<file path="config.mk">
export PLATFORM = sky130hd
export DESIGN_NAME = pulseLineCodec
export DESIGN_NICKNAME = d
export VERILOG_FILES = /design/src/rtl/plcPkg.sv /design/src/rtl/plcPrescaler.sv /design/src/rtl/plcDatapath.sv /design/src/rtl/plcControl.sv /design/src/rtl/pulseLineCodec.sv
export SDC_FILE = /design/constraint.sdc
export NUM_CORES = 1
export LEC_CHECK = 0
export ABC_CLOCK_PERIOD_IN_PS = 15800
export BUFFER_PORTS_ARGS = -buffer_cell sky130_fd_sc_hd__buf_2
export CORE_AREA = 2 2 85 87
export DETAILED_ROUTE_END_ITERATION = 16
export DIE_AREA = 0 0 87 89
export GPL_TIMING_DRIVEN = 0
export PLACE_DENSITY = 0.84
export SYNTH_ARGS = -nofsm -noshare
export SYNTH_HDL_FRONTEND = slang
export SYNTH_SLANG_ARGS = --single-unit
</file>
<file path="constraint.sdc">
create_clock -name clk -period 15.8 [get_ports clk]
set_input_delay 4.74 -clock clk [delete_from_list [all_inputs] [get_ports clk]]
set_output_delay 4.74 -clock clk [all_outputs]
set_load 0.005 [all_outputs]
</file>
<file path="src/rtl/plcPkg.sv">
package plcPkg;

  // strobes from control to datapath
  typedef struct packed {
    logic txLoad;
    logic txPreClr;
    logic txActive;
    logic rxStart;
    logic rxRun;
    logic rxEmit;
  } plcStrobe_t;

  // status from datapath to control
  typedef struct packed {
    logic txTick;
    logic txLast;
    logic rxFall;
    logic rxLast;
    logic rxSawFall;
  } plcStatus_t;

endpackage

</file>
<file path="src/rtl/plcPrescaler.sv">
module plcPrescaler #(
  parameter int DIV_W = 8
) (
  input  logic             clk,
  input  logic             rstN,
  input  logic             clr,
  input  logic [DIV_W-1:0] div,
  output logic             tick
);

  logic [DIV_W-1:0] cnt;

  assign tick = (cnt == div);

  always_ff @(posedge clk) begin
    if (!rstN)           cnt <= '0;
    else if (clr || tick) cnt <= '0;
    else                 cnt <= cnt + DIV_W'(1);
  end

endmodule

</file>
<file path="src/rtl/plcDatapath.sv">
module plcDatapath
  import plcPkg::*;
#(
  parameter int DIV_W = 8,
  parameter int BIT_W = 6
) (
  input  logic             clk,
  input  logic             rstN,
  input  logic [DIV_W-1:0] prescaleDiv,
  input  logic [BIT_W-1:0] ticksPerBit,
  input  logic             txBit,
  input  logic             rxLine0,
  input  plcStrobe_t       strobe,
  output plcStatus_t       status,
  output logic             txLine,
  output logic             rxValid,
  output logic             rxBit
);

  localparam int CNT_W     = DIV_W + BIT_W + 1;
  localparam int LOW_TICKS = 2;
  localparam int SYNC_N    = 3;

  // transmit timing
  logic             txTick;
  logic [BIT_W-1:0] txTickCnt;
  logic             txCur;

  plcPrescaler #(.DIV_W(DIV_W)) uTxPre (
    .clk  (clk),
    .rstN (rstN),
    .clr  (strobe.txPreClr),
    .div  (prescaleDiv),
    .tick (txTick)
  );

  always_ff @(posedge clk) begin
    if (!rstN) begin
      txTickCnt <= '0;
      txCur     <= 1'b1;
    end else if (strobe.txLoad) begin
      txTickCnt <= '0;
      txCur     <= txBit;
    end else if (strobe.txActive && txTick) begin
      txTickCnt <= txTickCnt + BIT_W'(1);
    end
  end

  assign txLine = !(strobe.txActive && !txCur &&
                    (txTickCnt < BIT_W'(LOW_TICKS)));

  // receive source: line 0 wired-AND with own emission
  logic              srcLine;
  logic [SYNC_N-1:0] syncQ;
  logic              fall;

  assign srcLine = rxLine0 & txLine;

  always_ff @(posedge clk) begin
    if (!rstN) syncQ <= '1;
    else       syncQ <= {syncQ[SYNC_N-2:0], srcLine};
  end

  assign fall = syncQ[SYNC_N-1] & ~syncQ[SYNC_N-2];

  // receive window in system clocks
  logic [CNT_W-1:0] bitLen;
  logic [CNT_W-1:0] rxCnt;
  logic             rxLast;
  logic             sawFall;

  assign bitLen = (CNT_W'(prescaleDiv) + CNT_W'(1)) * CNT_W'(ticksPerBit);
  assign rxLast = (rxCnt == bitLen - CNT_W'(1));

  always_ff @(posedge clk) begin
    if (!rstN) begin
      rxCnt   <= '0;
      sawFall <= 1'b0;
    end else if (strobe.rxStart) begin
      rxCnt   <= CNT_W'(1);
      sawFall <= 1'b1;
    end else if (strobe.rxRun) begin
      if (rxLast) begin
        rxCnt   <= '0;
        sawFall <= fall;
      end else begin
        rxCnt   <= rxCnt + CNT_W'(1);
        sawFall <= sawFall | fall;
      end
    end
  end

  always_ff @(posedge clk) begin
    if (!rstN) begin
      rxValid <= 1'b0;
      rxBit   <= 1'b1;
    end else begin
      rxValid <= strobe.rxEmit;
      if (strobe.rxEmit) rxBit <= ~sawFall;
    end
  end

  always_comb begin
    status.txTick    = txTick;
    status.txLast    = (txTickCnt == ticksPerBit - BIT_W'(1));
    status.rxFall    = fall;
    status.rxLast    = rxLast;
    status.rxSawFall = sawFall;
  end

endmodule

</file>
<file path="src/rtl/plcControl.sv">
module plcControl
  import plcPkg::*;
#(
  parameter int IDLE_RUN = 8
) (
  input  logic       clk,
  input  logic       rstN,
  input  logic       txEn,
  input  plcStatus_t status,
  output plcStrobe_t strobe,
  output logic       txTake
);

  localparam int RUN_W = $clog2(IDLE_RUN + 1);

  logic             txActive;
  logic             rxActive;
  logic [RUN_W-1:0] runCnt;
  logic             txBitEnd;
  logic             recWin;
  logic             runFull;

  assign txBitEnd = txActive && status.txTick && status.txLast;
  assign txTake   = txEn && (!txActive || txBitEnd);

  always_comb begin
    strobe.txLoad   = txTake;
    strobe.txPreClr = txEn && !txActive;
    strobe.txActive = txActive;
    strobe.rxStart  = !rxActive && status.rxFall;
    strobe.rxRun    = rxActive;
    strobe.rxEmit   = rxActive && status.rxLast;
  end

  assign recWin  = strobe.rxEmit && !status.rxSawFall;
  assign runFull = (runCnt == RUN_W'(IDLE_RUN - 1));

  always_ff @(posedge clk) begin
    if (!rstN) begin
      txActive <= 1'b0;
    end else if (!txActive && txEn) begin
      txActive <= 1'b1;
    end else if (txBitEnd && !txEn) begin
      txActive <= 1'b0;
    end
  end

  always_ff @(posedge clk) begin
    if (!rstN) begin
      rxActive <= 1'b0;
      runCnt   <= '0;
    end else begin
      if (strobe.rxStart) rxActive <= 1'b1;
      else if (recWin && runFull && !status.rxFall) rxActive <= 1'b0;
      if (strobe.rxEmit) begin
        if (!recWin)     runCnt <= '0;
        else if (runFull) runCnt <= '0;
        else             runCnt <= runCnt + RUN_W'(1);
      end
    end
  end

endmodule

</file>
<file path="src/rtl/pulseLineCodec.sv">
module pulseLineCodec
  import plcPkg::*;
#(
  parameter int DIV_W    = 8,
  parameter int BIT_W    = 6,
  parameter int NUM_RX   = 3,
  parameter int IDLE_RUN = 8,
  localparam int SEL_W   = (NUM_RX > 1) ? $clog2(NUM_RX) : 1
) (
  input  logic              clk,
  input  logic              rstN,
  input  logic [DIV_W-1:0]  prescaleDiv,
  input  logic [BIT_W-1:0]  ticksPerBit,
  input  logic              txEn,
  input  logic              txBit,
  output logic              txTake,
  output logic              txLine,
  input  logic [NUM_RX-1:0] rxLine,
  input  logic [SEL_W-1:0]  rxSelIn,
  output logic              rxValid,
  output logic              rxBit
);

  plcStrobe_t strobe;
  plcStatus_t status;

  // pulse mode forces input 0; selection and the other inputs are bypassed
  generate
    if (NUM_RX > 1) begin : gBypass
      logic unusedInputs;
      assign unusedInputs = ^{rxSelIn, rxLine[NUM_RX-1:1]};
    end else begin : gBypassOne
      logic unusedInputs;
      assign unusedInputs = ^rxSelIn;
    end
  endgenerate

  plcControl #(.IDLE_RUN(IDLE_RUN)) uCtl (
    .clk    (clk),
    .rstN   (rstN),
    .txEn   (txEn),
    .status (status),
    .strobe (strobe),
    .txTake (txTake)
  );

  plcDatapath #(.DIV_W(DIV_W), .BIT_W(BIT_W)) uDp (
    .clk         (clk),
    .rstN        (rstN),
    .prescaleDiv (prescaleDiv),
    .ticksPerBit (ticksPerBit),
    .txBit       (txBit),
    .rxLine0     (rxLine[0]),
    .strobe      (strobe),
    .status      (status),
    .txLine      (txLine),
    .rxValid     (rxValid),
    .rxBit       (rxBit)
  );

endmodule

</file>
* Word level (Yosys, flattened, before mapping)
Cells that the tools add are included.
Storage, ports and cells: output and inout bits 4, register bits 42, logic and storage cells 70
Cells by class: multiplexer cells 12, $lt $le $gt $ge 1, $add $sub $neg 7, equality and inequality tests 4, bitwise logic cells 6, multiply operators 1, reduce and logical (&&, ||, !) cells 27
Operators by type and width (count):
- 15-bit by 1-bit adder with 15-bit output, second input constant | 1
- 15-bit equality test | 1
- 15-bit by 6-bit multiplier with 15-bit output | 1
- 15-bit 2-to-1 mux | 1
- 15-bit by 1-bit subtractor with 15-bit output, second input constant | 1
- 1-bit logical AND | 12
- 8-bit by 1-bit adder with 9-bit output, second input constant | 1
- 1-bit 2-to-1 mux | 9
- 8-bit by 1-bit adder with 8-bit output, second input constant | 1
- 8-bit equality test | 1
- 4-bit 2-to-1 mux | 2
- 1-bit logical NOT | 7
- 6-bit by 1-bit adder with 6-bit output, second input constant | 1
- 6-bit equality test | 1
- 6-bit by 2-bit < comparator with 1-bit output, second input constant | 1
- 2-bit nonzero test | 3
- 2-bit OR reduction | 3
- 6-bit by 1-bit subtractor with 6-bit output, second input constant | 1
- 4-bit by 1-bit adder with 4-bit output, second input constant | 1
- 4-bit by 3-bit equality test with 1-bit output, second input constant | 1
- 1-bit inverter | 3
- 1-bit bitwise AND | 2
- 1-bit logical OR | 2
- 1-bit bitwise OR | 1

* Longest topological paths before layout
Gate-level depths: netlist of run 1.
depth in word-level cells 10, depth in mapped cells 24, depth with buffers taken out 21

* Modules after synthesis
Synthesis of run 1 repeated with hierarchy kept, for this count alone.
Unflattened totals: cells, all modules 563, area, all modules 4707.0 um2
By module, submodules not included:
- plcDatapath | area an instance 3898.7 um2, seq. area each 560.5 um2, times used 1, cells an instance 479
- plcPrescaler | area an instance 467.9 um2, seq. area each 160.2 um2, times used 1, cells an instance 47
- plcControl | area an instance 340.3 um2, seq. area each 120.1 um2, times used 1, cells an instance 37

* Worst setup path after synthesis of run 1
Ideal clock, no wire load.
kind input to output, from input port ticksPerBit[1], to output port txTake, arrival 6.146 ns, path buffers 1, stages 9, setup slack 4.914 ns, cell sequence clkbuf_1 > inv_1 > ha_1 > xor2_1 > nor3_1 > a31oi_1 > o31ai_1 > nand2_1 > inv_1
On the way: word-level cells in the longest chain between the ends 5
Ends and longest elaborated chain:
- from (decl) | RTL line pulseLineCodec.sv:13 | input logic [BIT_W-1:0] ticksPerBit,
- 6-bit by 1-bit subtractor with 6-bit output | RTL line plcDatapath.sv:105 | status.txLast = (txTickCnt == ticksPerBit - BIT_W'(1));
- 6-bit equality test | RTL line plcDatapath.sv:105
- 1-bit logical AND | RTL line plcControl.sv:23 | assign txBitEnd = txActive && status.txTick && status.txLast;
- 1-bit logical OR | RTL line plcControl.sv:24 | assign txTake = txEn && (!txActive || txBitEnd);
- 1-bit logical AND | RTL line plcControl.sv:24
- to (decl) | RTL line pulseLineCodec.sv:16 | output logic txTake,
Every way passes these cells.

* Worst setup path in the final report of run 1
Ends and elaborated chain as after synthesis.

==> impl_metrics.env, run 1 <==
export IMPL_cts_tree="built"
export IMPL_antenna_cells=0
export IMPL_fin_nets=649
export IMPL_cts_made_buffers=5
export IMPL_finalSetupTns_ns=0
export IMPL_clkTransAtPathRegs_ns=0.09
export IMPL_grt_max_degree=16
export IMPL_hold_class="flip-flop to flip-flop"
export IMPL_initial_core_util=0.656
export IMPL_clock_latency_ns=0.30
export IMPL_gp_congestion=0.924
export IMPL_rows=30
export IMPL_crit_start="ticksPerBit[1]"
export IMPL_synth_top_cell_by_area="dfxtp_1"
export IMPL_fillCellCount=530
export IMPL_htree_levels=2
export IMPL_cp_end_kind="output port"
export IMPL_ys_seq_area_frac=0.191
export IMPL_syn_nets=621
export IMPL_drt_pass1_iter_count=5
export IMPL_synth_edff_count=0
export IMPL_drtIter0Drc=192
export IMPL_grt_setup_unrepaired="false"
export IMPL_ir_drop_v=0.0000731
export IMPL_vias_per_cell=5.87
export IMPL_status="finished, final reports clean"
export IMPL_syn_area_um2=4410
export IMPL_skew_ns=0.00517
export IMPL_vias=3730
export IMPL_max_freq_mhz=87.1
export IMPL_final_common_cell="nand2_1"
export IMPL_area_delta_synth_final_pct=6.75
export IMPL_p_leak_nw=2.02
export IMPL_ys_flop_type="dfxtp_1"
export IMPL_final_cell_mix="66 x nand2_1, 47 x inv_1, 42 x ha_1, 42 x dfxtp_1, 41 x xnor2_1"
export IMPL_r2r_end="uDp.rxCnt[5]"
export IMPL_ant_nets=0
export IMPL_cts_buffer_depth=2
export IMPL_cts_hold_fix_buffers=0
export IMPL_synth_cell_types=64
export IMPL_drive_gt1_frac=0.0919
export IMPL_grt_pass1_wl_um=16300
export IMPL_cts_setup_buffers=0
export IMPL_ys_async_sr_fraction=0
export IMPL_grt_pass1_vias=3688
export IMPL_die_w_um=87
export IMPL_die_height_um=89
export IMPL_rrSetupSlack_ns=13.07
export IMPL_r2r_start="uDp.rxCnt[13]"
export IMPL_power_density_nw_per_um2=143
export IMPL_period_minus_slack_ns=11.48
export IMPL_r2r_cells=9
export IMPL_antenna_found_initial=0
export IMPL_yosys_warnings=0
export IMPL_hpwlAfterDp_um=7530
export IMPL_avgSynthCellArea_um2=8.38
export IMPL_min_period_over_period=0.727
export IMPL_whs_ns=0.440
export IMPL_worst_path_max_fanout=10
export IMPL_start_kind="input pin"
export IMPL_final_max_slew_viol_count=0
export IMPL_crit_type="input pin to output port"
export IMPL_setup_viol=0
export IMPL_cp_arrival_ns=6.74
export IMPL_core_um2=6720
export IMPL_min_delay_path_depth=1
export IMPL_required_ns=11.06
export IMPL_wl_per_cell_um=14.7
export IMPL_synth_seq_cells=42
export IMPL_drc_errors=0
export IMPL_port_buffers=21
export IMPL_hold_path_end="uDp.syncQ[2]"
export IMPL_num_io_pins=27
export IMPL_cts_resized_gates=0
export IMPL_grt_usage=0.263
export IMPL_maxCapViolCount=0
export IMPL_cts_root_buf="clkbuf_8"
export IMPL_yosysTopAreaCellShare=0.191
export IMPL_grt_overflow_total=0
export IMPL_syn_inst=526
export IMPL_ys_top_cells_by_area="dfxtp_1 19%, fa_1 14%, ha_1 12%"
export IMPL_slew_headroom=0.328
export IMPL_tightest_slew_ns=0.983
export IMPL_hold_path_startpoint="uDp.syncQ[1]"
export IMPL_cts_sinks=42
export IMPL_die_area_um2=7740
export IMPL_wirelength_um=9330
export IMPL_hold_viol=0
-- how the worst max path moves through the flow --
stage,to,slack [ns]
finish,txTake,4.32
global route,txTake,4.09
global placement,txTake,4.40
detailed placement,txTake,4.41
floorplan,txTake,4.91
CTS,txTake,4.33
-- worst max-delay path, stage by stage --
cell	delay (ns)
buf_2	0.09
clkbuf_1	0.38
inv_1	0.10
ha_1	0.22
xor2_1	0.16
nor3_1	0.20
a31oi_1	0.08
o31ai_1	0.44
nand2_1	0.16
inv_1	0.07
buf_2	0.10
-- state kept, by name, summed over array words and instances, names as in the netlist --
signal / flops
uDp.rxCnt: 15
uDp.uTxPre.cnt: 8
uDp.txTickCnt: 6
uCtl.runCnt: 4
uDp.syncQ: 3
uCtl.rxActive: 1
uCtl.txActive: 1
uDp.rxBit: 1
uDp.rxValid: 1
uDp.sawFall: 1
uDp.txCur: 1
-- synthesized netlist by cell type (all sizes together), types with 3 or more instances --
cell type,number
o21a,3
ha,42
fa,30
o21ai,9
nand4,13
clkbuf,15
nand2,66
nor4b,3
nand2b,8
xor2,32
o211ai,6
nor2b,4
nor3,21
inv,47
a31oi,4
a21o,3
nor2,35
nand3b,3
nand3,15
and3,10
a21oi,17
dfxtp,42
nor4,6
xnor2,42
and2,16
-- metrics by stage --
step | area (um^2) | power [mW] | worst slack, ns | std cells | utilization
final | 4710 | 0.674 | 4.32 | 635 | 0.701
after global routing | 4710 | 0.739 | 4.09 | 635 | 0.701
after CTS | 4710 | 0.672 | 4.33 | 635 | 0.701
after detailed placement | 4620 | 0.595 | 4.41 | 627 | 0.687
after global placement | 4620 | 0.588 | 4.40 | 627 | 0.687
after floorplan | 4410 | 0.503 | 4.91 | 526 | -
-- logic make-up after synthesis --
group	count (synthesis)	synth area share
adders and majority gates	72	0.255
DFF	42	0.191
and+or+nand+nor	211	0.243
muxes	1	0.00227
xor gates and xnor gates	74	0.152
AOI/OAI and AO/OA	61	0.0973
buffers and inverters	65	0.0593
-- area by class of cell --
class / count / area, um^2 / share of cell area
clock buffers: 5 / 68.8 / 0.0146
well taps: 80 / 100 / 0.0213
plain buffers: 17 / 81.3 / 0.0173
repair buffers: 21 / 105 / 0.0223
clock inverters: 3 / 23.8 / 0.00505
flip-flops and latches: 42 / 841 / 0.179
multi-input cells: 419 / 3310 / 0.703
inverters: 48 / 180 / 0.0383
-- power breakdown --
part	switching, mW	internal [mW]	leakage (nW)
clock network	0.0408	0.0316	0.0408
registers	0.00185	0.108	0.340
logic	0.284	0.208	1.64
-- per-layer routing --
layer	vias up	GRT usage	routed length, um
met5	-	0	0
met4	0	0.0980	242
met3	24	0.0406	458
met2	106	0.452	4520
met1	1758	0.336	4110
li1	1842	-	-
(Power assumes the default switching activity.)
==> inputs of run 2 (changes only) <==
ABC_CLOCK_PERIOD_IN_PS = 9300   (was 15800)
CORE_AREA = 2 2 91 93   (was 2 2 85 87)
DIE_AREA = 0 0 93 95   (was 0 0 87 89)
PLACE_DENSITY = 0.78   (was 0.84)
clock period = 9.3 ns   (was 15.8 ns; I/O delays follow)
==> run 2 against run 1 <==
  * Worst hold slack got worse by 0.00098 ns
  * Cell count increased by 3.9%
  * Routed wire length increased by 1.0%
  * Clock-buffer cell count increased by 1
  * Sequential power increased by 69%
  * Sequential cell count unchanged
  * Design area increased by 0.72%
  * Worst setup slack got worse by 3.9 ns
  * Core utilization decreased by 10 points
  * Critical path type is now input pin to flip-flop
  * Largest power group unchanged
==> impl_metrics.env, run 2 (synthesis results as in run 1) <==
export IMPL_vias_per_cell=5.53
export IMPL_cts_hold_fix_buffers=0
export IMPL_grt_pass1_wl_um=16100
export IMPL_final_max_slew_viol_count=0
export IMPL_status="finished, final reports clean"
export IMPL_multi_input_area_um2=3310
export IMPL_initial_core_util=0.556
export IMPL_final_cell_mix="66 x nand2_1, 47 x inv_1, 42 x ha_1, 42 x dfxtp_1, 41 x xnor2_1"
export IMPL_cpLargestDelayFamily="adder cells"
export IMPL_cts_made_buffers=5
export IMPL_grt_overflow_total=0
export IMPL_max_freq_mhz=113
export IMPL_grt_usage=0.225
export IMPL_worst_path_buf_inv=3
export IMPL_p_leak_nw=2.02
export IMPL_whs_ns=0.439
export IMPL_cpMostUsedCell="fa_1"
export IMPL_ant_nets=0
export IMPL_min_period_over_period=0.952
export IMPL_antenna_cells=0
export IMPL_die_area_um2=8840
export IMPL_htree_levels=2
export IMPL_final_seq_area_um2=841
export IMPL_grt_setup_unrepaired="false"
export IMPL_fillCellCount=717
export IMPL_cts_root_buf="clkbuf_8"
export IMPL_r2r_cells=8
export IMPL_r2r_end="uCtl.runCnt[0]"
export IMPL_total_power_mw=1.15
export IMPL_cts_setup_buffers=0
export IMPL_die_height_um=95
export IMPL_setup_viol=0
export IMPL_largest_reg_flops=15
export IMPL_final_common_cell="nand2_1"
export IMPL_antenna_found_initial=0
export IMPL_power_density_nw_per_um2=242
export IMPL_cp_arrival_ns=9.08
export IMPL_period_minus_slack_ns=8.85
export IMPL_hold_path_end="uDp.syncQ[2]"
export IMPL_cts_resized_gates=0
export IMPL_skew_ns=0.00921
export IMPL_pre_cts_ws_ns=0.194
export IMPL_crit_type="input pin to flip-flop"
export IMPL_area_delta_synth_final_pct=7.52
export IMPL_gp_congestion=0.990
export IMPL_wirelength_um=9430
export IMPL_drtIter0Drc=124
export IMPL_path_cells="buf_2 > clkbuf_1 > and3_1 > nand3_1 > nor2_1 > xor2_1 > nand2_1 > fa_1 > fa_1 > fa_1 > inv_1 > fa_1 > ha_1 > nand2_1 > o21ai_1 > a22oi_1 > o211a_1 > nor4_1 > nand4_2 > or4_1 > a21oi_1"
export IMPL_clkTransAtPathRegs_ns=0.09
export IMPL_regMostFlops="uDp.rxCnt"
export IMPL_hpwlAfterDp_um=7780
export IMPL_vias=3648
export IMPL_num_io_pins=27
export IMPL_drive_gt1_frac=0.0919
export IMPL_wl_per_cell_um=14.3
export IMPL_hold_viol=0
export IMPL_port_buffers=21
export IMPL_rrSetupSlack_ns=6.49
export IMPL_cts_sinks=42
export IMPL_clock_latency_ns=0.30
export IMPL_slew_headroom=0.375
export IMPL_top_regs="uDp.rxCnt (15), uDp.uTxPre.cnt (8), uDp.txTickCnt (6)"
export IMPL_grt_pass1_vias=3656
export IMPL_required_ns=9.53
export IMPL_grt_max_degree=14
export IMPL_worst_path_max_fanout=9
export IMPL_core_um2=7930
export IMPL_cp_end_kind="flip-flop"
export IMPL_critical_path_max_stage_delay_ns=0.55
export IMPL_hold_class="flip-flop to flip-flop"
export IMPL_die_w_um=93
export IMPL_r2r_start="uDp.rxCnt[8]"
export IMPL_tightest_slew_ns=0.913
export IMPL_rows=33
export IMPL_min_delay_path_depth=1
export IMPL_slowest_stage="or4_1"
export IMPL_cts_buffer_depth=2
export IMPL_setup_slack_ns=0.446
export IMPL_maxCapViolCount=0
export IMPL_cts_tree="built"
export IMPL_drt_pass1_iter_count=5
export IMPL_finalSetupTns_ns=0
export IMPL_ir_drop_v=0.000110
export IMPL_drc_errors=0
export IMPL_hold_path_startpoint="uDp.syncQ[1]"
export IMPL_fin_nets=649
export IMPL_start_kind="input pin"
## run 2: routing by layer
layer,track usage,part of all wire,up-vias,wire (um)
met3,0.0287,0.032,18,301
li1,-,-,1831,-
met2,0.416,0.50,82,4730
met5,0,0,-,0
met4,0.0662,0.024,0,228
met1,0.273,0.44,1717,4160
## run 2: worst max-delay path by stage
stage                     depth (start not counted)              to  slack [ns]      startpoint
after floorplan                                  20  uCtl.runCnt[0]        1.18  prescaleDiv[0]
after global placement                           21  uCtl.runCnt[0]        0.32  prescaleDiv[0]
after CTS                                        21  uCtl.runCnt[0]        0.50  prescaleDiv[0]
after global routing                             20  uCtl.runCnt[0]        0.15  prescaleDiv[0]
after detailed placement                         21  uCtl.runCnt[0]        0.19  prescaleDiv[0]
final                                            21  uCtl.runCnt[0]        0.45  prescaleDiv[0]
## run 2: power by group
group	total (mW)	switching [mW]	internal [mW]	leakage [nW]
Clock	0.128	0.0680	0.0598	0.0472
Sequential	0.186	0.00315	0.183	0.340
Combinational	0.833	0.484	0.350	1.64
Total	1.15	0.555	0.592	2.02
## run 2: final cells by class
class                      count  share of cell area
multi-input combinational    419               0.698
sequential                    42               0.177
inverter                      48              0.0380
tap                          105              0.0277
timing repair buffer          21              0.0222
clock buffer                   6              0.0174
buffer                        17              0.0172
clock inverter                 2             0.00264
## run 2: per-stage QoR
step	util	cells	area, um^2
6_report	0.598	660	4740
5_1_grt	0.598	660	4740
4_1_cts	0.598	660	4740
3_3_place_gp	0.586	652	4650
2_1_floorplan	-	526	4410
3_5_place_dp	0.586	652	4650
==> inputs of run 3 (changes only) <==
ABC_AREA = 1   (was default)
CORE_AREA = 2 2 94 96   (was 2 2 91 93)
DIE_AREA = 0 0 96 98   (was 0 0 93 95)
PLACE_DENSITY = 0.77   (was 0.78)
==> run 3 against run 2 <==
  * Design area up 6.0%
  * Sequential power hardly changed
  * Sequential share of layout area is 1.0 points lower
  * Critical path depth increased by 5
  * Global-route usage about the same
  * Maximum frequency is 12% higher
  * Clock skew grew 0.0025 ns
  * Largest power group unchanged
  * Worst setup slack gained 0.97 ns
==> impl_metrics.env, run 3 <==
export IMPL_fin_nets=798
export IMPL_slew_headroom=0.624
export IMPL_initial_core_util=0.552
export IMPL_worst_path_max_fanout=7
export IMPL_min_period_over_period=0.848
export IMPL_grt_setup_unrepaired="false"
export IMPL_ys_seq_area_frac=0.180
export IMPL_drt_pass1_iter_count=5
export IMPL_rows=34
export IMPL_cts_tree="built"
export IMPL_total_power_mw=1.09
export IMPL_final_cell_mix="189 x nand2_1, 124 x inv_1, 56 x nor2_1"
export IMPL_cts_sinks=42
export IMPL_grt_pass1_wl_um=17400
export IMPL_syn_nets=774
export IMPL_vias_per_cell=5.18
export IMPL_yosys_warnings=0
export IMPL_crit_type="input pin to flip-flop"
export IMPL_power_density_nw_per_um2=217
export IMPL_drive_gt1_frac=0.0895
export IMPL_top_regs="uDp.rxCnt (15), uDp.uTxPre.cnt (8), uDp.txTickCnt (6)"
export IMPL_regMostFlops="uDp.rxCnt"
export IMPL_skew_ns=0.0117
export IMPL_grt_overflow_total=0
export IMPL_ys_flop_type="dfxtp_1"
export IMPL_max_freq_mhz=127
export IMPL_setup_viol=0
export IMPL_ir_drop_v=0.000109
export IMPL_gp_congestion=0.875
export IMPL_hold_viol=0
export IMPL_core_um2=8470
export IMPL_die_area_um2=9410
export IMPL_drc_errors=0
export IMPL_die_height_um=98
export IMPL_required_ns=9.53
export IMPL_power_frac_comb=0.669
export IMPL_tightest_slew_ns=0.560
export IMPL_grt_max_degree=15
export IMPL_vias=4205
export IMPL_final_common_cell="nand2_1"
export IMPL_yosysMostFrequentCell="nand2_1"
export IMPL_rrSetupSlack_ns=7.22
export IMPL_dp_cells=804
export IMPL_num_io_pins=27
export IMPL_cts_root_buf="clkbuf_8"
export IMPL_cts_hold_fix_buffers=0
export IMPL_finalSetupTns_ns=0
export IMPL_syn_inst=679
export IMPL_synth_common_cells="189 x nand2_1, 124 x inv_1, 56 x nor2_1, 42 x dfxtp_1, 42 x ha_1"
export IMPL_ant_nets=0
export IMPL_clkTransAtPathRegs_ns=0.09
export IMPL_stdcell_count=812
export IMPL_status="finished, final reports clean"
export IMPL_pre_cts_ws_ns=1.16
export IMPL_port_buffers=17
export IMPL_drtIter0Drc=194
export IMPL_yosysTopAreaCellShare=0.180
export IMPL_cp_end_kind="flip-flop"
export IMPL_largest_reg_flops=15
export IMPL_cts_resized_gates=0
export IMPL_area_delta_synth_final_pct=7.66
export IMPL_clock_latency_ns=0.30
export IMPL_cp_arrival_ns=8.11
export IMPL_p_int_mw=0.564
export IMPL_min_delay_path_depth=1
export IMPL_setup_slack_ns=1.42
export IMPL_p_leak_nw=2.50
export IMPL_whs_ns=0.418
export IMPL_grt_pass1_vias=4132
export IMPL_cts_buffer_depth=2
export IMPL_hold_class="flip-flop to flip-flop"
export IMPL_hpwlAfterDp_um=8050
export IMPL_synth_seq_cells=42
export IMPL_cts_setup_buffers=0
export IMPL_synth_cell_types=39
export IMPL_antenna_cells=0
export IMPL_power_switching_mw=0.526
export IMPL_cts_made_buffers=5
export IMPL_final_max_slew_viol_count=0
export IMPL_r2r_cells=11
export IMPL_avgSynthCellArea_um2=6.88
export IMPL_synth_edff_count=0
export IMPL_swShare=0.483
export IMPL_antenna_found_initial=0
export IMPL_syn_area_um2=4670
export IMPL_pwr_share_seq=0.170
export IMPL_synth_top_cell_by_area="dfxtp_1"
export IMPL_grt_usage=0.225
export IMPL_period_minus_slack_ns=7.88
export IMPL_wirelength_um=9700
export IMPL_wl_per_cell_um=11.9
export IMPL_maxCapViolCount=0
export IMPL_pwr_share_clk=0.161
export IMPL_ys_async_sr_fraction=0
export IMPL_die_w_um=96
export IMPL_start_kind="input pin"
export IMPL_ys_top_cells_by_area="dfxtp_1 18%, nand2_1 15%, fa_1 13%"
export IMPL_htree_levels=2
run 3: cell types whose count changed after synthesis, sizes merged, moves of 6 or more:
cell,previous run,this run
nand2,66,194
o211ai,6,0
xor2,32,25
buf,1,8
nand2b,8,0
and3,10,1
and2,16,2
clkbuf,15,1
nor2,35,68
nand3,15,39
inv,47,126
xnor2,42,21
nor3,21,12
run 3: layout make-up:
| type | instances | area [um^2] |
|---|---|---|
| Buffer | 9 | 61.3 |
| Clock buffer | 5 | 68.8 |
| Clock inverter | 3 | 68.8 |
| Fill cell | 802 | 3440 |
| Inverter | 127 | 477 |
| Multi-Input combinational cell | 501 | 3290 |
| Sequential cell | 42 | 841 |
| Tap cell | 108 | 135 |
| Timing Repair Buffer | 17 | 85.1 |
run 3: critical path, stage by stage:
cell,delay [ns]
buf_2,0.17
nand4_1,0.17
nor3_1,0.25
inv_1,0.09
o21ai_0,0.15
nand2_1,0.14
inv_1,0.15
nand2_1,0.08
fa_1,0.50
fa_1,0.46
fa_1,0.57
inv_1,0.06
fa_1,0.49
ha_1,0.40
nand2_1,0.12
nor2_1,0.24
nand3_1,0.15
nand3_1,0.11
nand2_1,0.05
nand2_1,0.08
nand2_1,0.07
nor2_1,0.11
nand2_1,0.06
nor2_1,0.35
nand4_1,0.16
a21oi_1,0.15
run 3: power groups by stage:
stage / Sequential [mW] / Clock [mW] / Combinational, mW
finish: 0.186 / 0.175 / 0.729
global route: 0.186 / 0.187 / 0.852
CTS: 0.186 / 0.179 / 0.734
detailed placement: 0.190 / 0 / 0.725
global placement: 0.190 / 0 / 0.704
floorplan: 0.189 / 0 / 0.587
run 3: final timing paths:
path,from,to
worst max-delay path,prescaleDiv[0],uCtl.runCnt[0]
worst min-delay path,uDp.syncQ[0],uDp.syncQ[1]
worst max register to register,uDp.uTxPre.cnt[6],uDp.txTickCnt[3]
worst min register to register,uDp.syncQ[0],uDp.syncQ[1]
run 3: stage by stage:
step                      cell area [um^2]  utilization
after floorplan                       4670            -
after global placement                4890        0.578
after detailed placement              4890        0.578
after CTS                             5030        0.594
after global routing                  5030        0.594
final                                 5030        0.594
run 3: layer usage:
| metal | routed length [um] | share of wire | vias up | track usage |
|---|---|---|---|---|
| met5 | 0 | 0 | - | 0 |
| met4 | 74 | 0.0076 | 0 | 0.0440 |
| met3 | 421 | 0.043 | 6 | 0.0355 |
| met2 | 4850 | 0.50 | 88 | 0.402 |
| met1 | 4350 | 0.45 | 1968 | 0.283 |
| li1 | - | - | 2143 | - |
run 3: logic make-up after synthesis:
logic type / synth area share
buf+inv: 0.115
compound gates: 0.0407
xor+xnor: 0.0863
fa+ha+maj: 0.241
simple gates: 0.337
flops: 0.180
